<file path="src/rtl/gpio_port_pkg.sv">
package gpio_port_pkg;

    typedef enum logic [1:0] {
        ST_RUN  = 2'd0,
        ST_SWSB = 2'd1,
        ST_HWSB = 2'd2
    } pwr_state_t;

    localparam int unsigned REG_DATA = 0;
    localparam int unsigned REG_DIR  = 1;
    localparam int unsigned REG_PIN  = 2;
    localparam int unsigned REG_PULL = 3;
    localparam int unsigned REG_LAST = 3;

endpackage

</file>
<file path="src/rtl/gpio_sync.sv">
module gpio_sync #(
    parameter int unsigned WIDTH  = 8,
    parameter int unsigned STAGES = 2
) (
    input  logic             clk_i,
    input  logic             rst_n_i,
    input  logic             hold_i,
    input  logic [WIDTH-1:0] d_i,
    output logic [WIDTH-1:0] q_o
);

    logic [WIDTH-1:0] stg [STAGES];

    always_ff @(posedge clk_i) begin
        if (!rst_n_i) begin
            for (int s = 0; s < int'(STAGES); s++) begin
                stg[s] <= '0;
            end
        end else if (!hold_i) begin
            stg[0] <= d_i;
            for (int s = 1; s < int'(STAGES); s++) begin
                stg[s] <= stg[s-1];
            end
        end
    end

    assign q_o = stg[STAGES-1];

endmodule

</file>
<file path="src/rtl/gpio_pwr_fsm.sv">
module gpio_pwr_fsm
    import gpio_port_pkg::*;
(
    input  logic       clk_i,
    input  logic       rst_n_i,
    input  logic       hw_stby_i,
    input  logic       sw_stby_i,
    output pwr_state_t state_o,
    output logic       bus_ok_o,
    output logic       regs_clr_o,
    output logic       sync_hold_o
);

    pwr_state_t state_q, state_d;

    always_ff @(posedge clk_i) begin
        if (!rst_n_i) begin
            state_q <= ST_RUN;
        end else begin
            state_q <= state_d;
        end
    end

    always_comb begin
        state_d = state_q;
        unique case (state_q)
            ST_RUN: begin
                if (hw_stby_i)      state_d = ST_HWSB;   // go_hw
                else if (sw_stby_i) state_d = ST_SWSB;   // go_sw
            end
            ST_SWSB: begin
                if (hw_stby_i)       state_d = ST_HWSB;  // go_hw
                else if (!sw_stby_i) state_d = ST_RUN;   // wake_sw
            end
            ST_HWSB: begin
                if (!hw_stby_i)      state_d = ST_RUN;   // wake_hw
            end
            default: state_d = ST_RUN;
        endcase
    end

    always_comb begin
        bus_ok_o    = 1'b0;
        regs_clr_o  = hw_stby_i;
        sync_hold_o = 1'b0;
        unique case (state_q)
            ST_RUN: begin
                bus_ok_o    = !hw_stby_i && !sw_stby_i;
                sync_hold_o = sw_stby_i && !hw_stby_i;
            end
            ST_SWSB: begin
                sync_hold_o = sw_stby_i && !hw_stby_i;
            end
            ST_HWSB: begin
                sync_hold_o = 1'b0;
            end
            default: begin
                bus_ok_o = 1'b0;
            end
        endcase
    end

    assign state_o = state_q;

endmodule

</file>
<file path="src/rtl/gpio_regs.sv">
module gpio_regs
    import gpio_port_pkg::*;
#(
    parameter int unsigned WIDTH        = 8,
    parameter int unsigned ADDR_W       = 3,
    parameter int unsigned REDUCED_BITS = 3
) (
    input  logic              clk_i,
    input  logic              rst_n_i,
    input  logic              clr_i,
    input  logic              bus_ok_i,
    input  logic              mode_full_i,
    input  logic [ADDR_W-1:0] addr_i,
    input  logic              wr_en_i,
    input  logic              rd_en_i,
    input  logic [WIDTH-1:0]  wdata_i,
    input  logic [WIDTH-1:0]  pin_sync_i,
    output logic [WIDTH-1:0]  rdata_o,
    output logic [WIDTH-1:0]  data_o,
    output logic [WIDTH-1:0]  dir_o,
    output logic [WIDTH-1:0]  pull_en_o
);

    localparam int unsigned LOW_LIMIT = WIDTH - REDUCED_BITS;

    logic [WIDTH-1:0] data_q, dir_q, pull_q, rdata_q;
    logic [WIDTH-1:0] pin_view, rd_mux, valid_mask;
    logic             wr_ok, rd_ok;

    assign wr_ok = bus_ok_i && wr_en_i;
    assign rd_ok = bus_ok_i && rd_en_i;

    always_ff @(posedge clk_i) begin
        if (!rst_n_i || clr_i) begin
            data_q <= '0;
            dir_q  <= '0;
            pull_q <= '0;
        end else if (wr_ok) begin
            if (addr_i == ADDR_W'(REG_DATA)) data_q <= wdata_i;
            if (addr_i == ADDR_W'(REG_DIR))  dir_q  <= wdata_i;
            if (addr_i == ADDR_W'(REG_PULL)) pull_q <= wdata_i;
        end
    end

    assign pin_view = (data_q & dir_q) | (pin_sync_i & ~dir_q);

    always_comb begin
        rd_mux = '0;
        if (addr_i == ADDR_W'(REG_DATA))      rd_mux = data_q;
        else if (addr_i == ADDR_W'(REG_DIR))  rd_mux = dir_q;
        else if (addr_i == ADDR_W'(REG_PIN))  rd_mux = pin_view;
        else if (addr_i == ADDR_W'(REG_PULL)) rd_mux = pull_q;
    end

    always_ff @(posedge clk_i) begin
        if (!rst_n_i) begin
            rdata_q <= '0;
        end else if (rd_ok) begin
            rdata_q <= rd_mux;
        end
    end

    for (genvar i = 0; i < int'(WIDTH); i++) begin : g_mask
        if (i >= int'(LOW_LIMIT)) begin : g_upper
            assign valid_mask[i] = 1'b1;
        end else begin : g_lower
            assign valid_mask[i] = mode_full_i;
        end
    end

    assign pull_en_o = pull_q & ~dir_q & valid_mask;
    assign data_o    = data_q;
    assign dir_o     = dir_q;
    assign rdata_o   = rdata_q;

endmodule

</file>
<file path="src/rtl/gpio_port.sv">
module gpio_port
    import gpio_port_pkg::*;
#(
    parameter int unsigned WIDTH        = 8,
    parameter int unsigned ADDR_W       = 3,
    parameter int unsigned SYNC_STAGES  = 2,
    parameter int unsigned REDUCED_BITS = 3
) (
    input  logic              clk_i,
    input  logic              rst_n_i,
    input  logic              hw_stby_i,
    input  logic              sw_stby_i,
    input  logic              mode_full_i,
    input  logic [ADDR_W-1:0] addr_i,
    input  logic              wr_en_i,
    input  logic              rd_en_i,
    input  logic [WIDTH-1:0]  wdata_i,
    output logic [WIDTH-1:0]  rdata_o,
    input  logic [WIDTH-1:0]  pin_i,
    output logic [WIDTH-1:0]  pad_oe_o,
    output logic [WIDTH-1:0]  pad_out_o,
    output logic [WIDTH-1:0]  pull_en_o
);

    pwr_state_t       pwr_state;
    logic             bus_ok, regs_clr, sync_hold;
    logic [WIDTH-1:0] pin_sync;

    gpio_pwr_fsm u_fsm (
        .clk_i       (clk_i),
        .rst_n_i     (rst_n_i),
        .hw_stby_i   (hw_stby_i),
        .sw_stby_i   (sw_stby_i),
        .state_o     (pwr_state),
        .bus_ok_o    (bus_ok),
        .regs_clr_o  (regs_clr),
        .sync_hold_o (sync_hold)
    );

    gpio_sync #(
        .WIDTH  (WIDTH),
        .STAGES (SYNC_STAGES)
    ) u_sync (
        .clk_i   (clk_i),
        .rst_n_i (rst_n_i),
        .hold_i  (sync_hold),
        .d_i     (pin_i),
        .q_o     (pin_sync)
    );

    gpio_regs #(
        .WIDTH        (WIDTH),
        .ADDR_W       (ADDR_W),
        .REDUCED_BITS (REDUCED_BITS)
    ) u_regs (
        .clk_i       (clk_i),
        .rst_n_i     (rst_n_i),
        .clr_i       (regs_clr),
        .bus_ok_i    (bus_ok),
        .mode_full_i (mode_full_i),
        .addr_i      (addr_i),
        .wr_en_i     (wr_en_i),
        .rd_en_i     (rd_en_i),
        .wdata_i     (wdata_i),
        .pin_sync_i  (pin_sync),
        .rdata_o     (rdata_o),
        .data_o      (pad_out_o),
        .dir_o       (pad_oe_o),
        .pull_en_o   (pull_en_o)
    );

endmodule

</file>
<file path="config.mk">
export PLATFORM = sky130hd
export DESIGN_NAME = gpio_port
export DESIGN_NICKNAME = d
export VERILOG_FILES = /design/src/rtl/gpio_port_pkg.sv /design/src/rtl/gpio_sync.sv /design/src/rtl/gpio_pwr_fsm.sv /design/src/rtl/gpio_regs.sv /design/src/rtl/gpio_port.sv
export SDC_FILE = /design/constraint.sdc
export NUM_CORES = 1
export LEC_CHECK = 0
export ABC_AREA = 0
export BUFFER_PORTS_ARGS = -buffer_cell sky130_fd_sc_hd__buf_2
export CAP_MARGIN = 20
export CORE_AREA = 2 2 95 88
export DETAILED_ROUTE_END_ITERATION = 8
export DIE_AREA = 0 0 97 90
export SLEW_MARGIN = 10
export SYNTH_ARGS = -nofsm -noshare
export SYNTH_HDL_FRONTEND = slang
export SYNTH_HIERARCHICAL = 1
export SYNTH_SLANG_ARGS = --single-unit
</file>
<file path="constraint.sdc">
create_clock -name clk_i -period 2.3 [get_ports clk_i]
set_input_delay 0.23 -clock clk_i [delete_from_list [all_inputs] [get_ports clk_i]]
set_output_delay 0.23 -clock clk_i [all_outputs]
set_load 0.05 [all_outputs]
</file>
==> run_results.csv <==
group,metric,value,unit
sta,whs,0.186,ns
placed_design,gp_congestion,0.870,
status,status,"complete, no violations",
detailed_routing,num_vias,2224,
yosys,syn_area,2640,um2
floorplan,dieArea,8730,um2
yosys,synth.distinct_cells,32,
min_path,hp-class,"in2reg",
setup_path,start_kind,"flip-flop",
floorplan,fp-row-count,31,
floorplan,die_w,97,um
floorplan,dieHeight,90,um
job,cap_violations,0,
setup_path,critical_path_class,"reg2reg",
cts,clkSinkCount,50,
cells_and_area,antennaDiodeCount,0,
sta,rsz0062_at_grt,"false",
cts,cts_buffers,5,
sta,setup_tns,0,ns
global_route,grt_pass1_wl,10700,um
global_route,grt_max_degree,37,
yosys,ys_ff_latch,50,
sta,fin_crit_sh,81.5,%
cts,cts_tree,"built",
detailed_routing,drc,0,
detailed_routing,ant_nets,0,
sta,tightest_slew,0.556,ns
global_route,grt.total_usage,15.4,%
setup_path,critPathMaxFanout,16,
power,p_per_area,603,nW/um2
cells_and_area,drive_above_1_share,30.6,%
power,power.leakage,1.29,nW
placed_design,hpwl,4870,um
setup_path,critical_path.top_delay_family,"simple AND/OR/NAND/NOR gates",
placed_design,io_buffers,57,
detailed_routing,drtIter0Drc,264,
yosys,avgSynthCellArea,9.81,um2
cts,cts_root_buffer,"clkbuf_8",
detailed_routing,avgRoutedWirePerCell,16.7,um
sta,fmax,534,MHz
cts,ctsResizeCount,0,
cts,insertion_delay,0.31,ns
sta,layout_min_cycle_time,1.87,ns
cells_and_area,nets,335,
sta,slew-limit-headroom,62.6,%
cts,holdBufCountCts,0,
cts,h-tree-depth,2,
placed_design,dp_slack,0.441,ns
sta,hold_viol_final,0,
floorplan,core,7800,um2
yosys,netlist_instances,269,
cts,clkTransAtPathRegs,0.09,ns
min_path,hold_start,"wdata_i[4]",
setup_path,r2r_setup_slack,0.43,ns
min_path,hold_depth,3,
setup_path,critPathSlowestCell,"and3b_1",
yosys,ys_warn_count,6,
cells_and_area,syn_to_final_growth,14.2,%
setup_path,critical_path.max_stage_delay,0.62,ns
sta,skew,0.00730,ns
setup_path,arrival,2.12,ns
yosys,mappedNetlistNets,295,
setup_path,path_buf_inv,0,
setup_path,cp-end-kind,"flip-flop",
sta,fin_ws,0.426,ns
global_route,grt_overflow,0,
setup_path,r2r_start,"u_fsm/state_o[1]",
detailed_routing,avgViaCountPerCell,5.44,
cells_and_area,fin_cells,409,
sta,finalMaxSlewViolations,0,
setup_path,crit_chain,"nor4_2 > and3b_1 > nand3_1 > a21oi_1",
sta,finalSetupViolCount,0,
setup_path,reg2reg_to,"u_regs/data_o[4]",
power,peakVddDrop,0.000337,V
global_route,grt_pass1_vias,2030,
min_path,holdPathEnd,"u_regs/dir_o[4]",
detailed_routing,first_pass_iters,5,
setup_path,r2r_cells,4,
setup_path,cp_data_required_time,2.54,ns
cts,post_cts_buffers,0,
floorplan,io_pins,58,
power,design_power_total,1.82,mW
detailed_routing,wl,6850,um
floorplan,start_util,33.9,%
cts,ctsLongestPathBuffers,2,
yosys,yosysSeqAreaShare,44.0,%
placed_design,dp.cells,401,
global_route,antenna_found_initial,0,
per-layer routing:
| layer | wire (um) | global-route usage, % |
|---|---|---|
| met1 | 3000 | 21.4 |
| met4 | 44 | 3.52 |
| met2 | 3300 | 24.8 |
| met5 | 0 | 0 |
| met3 | 498 | 3.19 |
power by group:
| part | internal [mW] | switching (mW) | total (mW) |
|---|---|---|---|
| Sequential | 0.943 | 0.0140 | 0.957 |
| Clock | 0.330 | 0.297 | 0.627 |
| Combinational | 0.0837 | 0.149 | 0.232 |
| Total | 1.36 | 0.460 | 1.82 |
worst reg2reg max path: stages (launching register included):
cell	delay (ns)
dfxtp_1	0.34
nor4_2	0.55
and3b_1	0.62
nand3_1	0.15
a21oi_1	0.15
cell usage in the layout (no fill, tap or decap), drive strengths merged, types with 2 or more instances in the layout:
cell type and count:
edfxtp 16, nor3b 2, nand2 3, and3b 22, mux2 8, nor2b 4, inv 2, nor4b 8
nand2b 10, buf 66, a21o 8, a211o 8, o211ai 8, a22oi 8, clkbuf 6, o21ai 32
dfxtp 34, nand3 32, a21oi 25
logic make-up after synthesis:
| kind of cell | share of synthesized area (%) |
|---|---|
| buffers and inverters | 8.44 |
| muxes | 3.41 |
| AOI/OAI and AO/OA | 20.3 |
| and+or+nand+nor | 23.9 |
| DFF | 44.0 |
state kept, by name, indices dropped and copies added, names as in the netlist:
name and cells:
u_regs/rdata_o 8, u_regs/data_o 8, u_regs/pull_q 8, u_regs/dir_o 8, u_sync/stg 16, u_fsm/state_o 2
layout make-up:
cell class / instances / area, um2
Multi-Input combinational cell: 185 / 1260
Clock buffer: 6 / 73.8
Sequential cell: 50 / 1160
Tap cell: 99 / 124
Timing Repair Buffer: 66 / 353
Inverter: 1 / 3.75
Fill cell: 787 / 4780
Clock inverter: 2 / 36.3
metrics by stage:
stage          util [%]  instance area (um2)
3_5_place_dp       37.2                 2900
3_3_place_gp       37.2                 2900
6_report           38.7                 3010
4_1_cts            38.7                 3010
5_1_grt            38.7                 3010
2_1_floorplan         -                 2640
synth_stat cells:
cell type	number	area share, %
inv_1	1	0.14
nor3b_4	1	0.71
and3b_2	7	2.7
and2_1	1	0.24
or2_2	1	0.24
a21oi_1	25	4.7
o21ai_0	24	4.5
buf_4	12	3.4
a21o_1	8	2.3
edfxtp_1	16	18
nor4_1	1	0.24
nand3_1	32	6.1
nand3b_4	1	0.76
buf_6	5	2.1
mux2_2	8	3.4
nand4b_1	1	0.33
nand2b_1	10	2.4
buf_2	9	1.7
nor4b_1	8	2.7
a22oi_1	8	2.3
dfxtp_1	34	26
nor2_4	1	0.43
clkbuf_2	1	0.19
o211ai_1	8	2.3
nand2_1	3	0.43
a211o_1	8	2.7
and3b_1	15	5.0
o21ai_1	8	1.5
clkbuf_1	6	0.85
nor2b_1	4	0.95
nor3b_2	1	0.47
and4b_1	1	0.38
how the worst max path moves through the flow:
stage | startpoint | end | slack, ns | depth (start not counted)
after floorplan | u_fsm/state_o[1] | u_regs/pull_q[0] | 0.58 | 5
after global placement | u_fsm/state_o[1] | u_regs/rdata_o[7] | 0.52 | 5
after detailed placement | u_fsm/state_o[1] | u_regs/data_o[4] | 0.44 | 4
after CTS | u_fsm/state_o[1] | u_regs/data_o[4] | 0.43 | 4
after global routing | u_fsm/state_o[1] | u_regs/data_o[4] | 0.21 | 4
final | u_fsm/state_o[1] | u_regs/data_o[4] | 0.43 | 4
No activity file was read; power rests on OpenSTA's default activity.
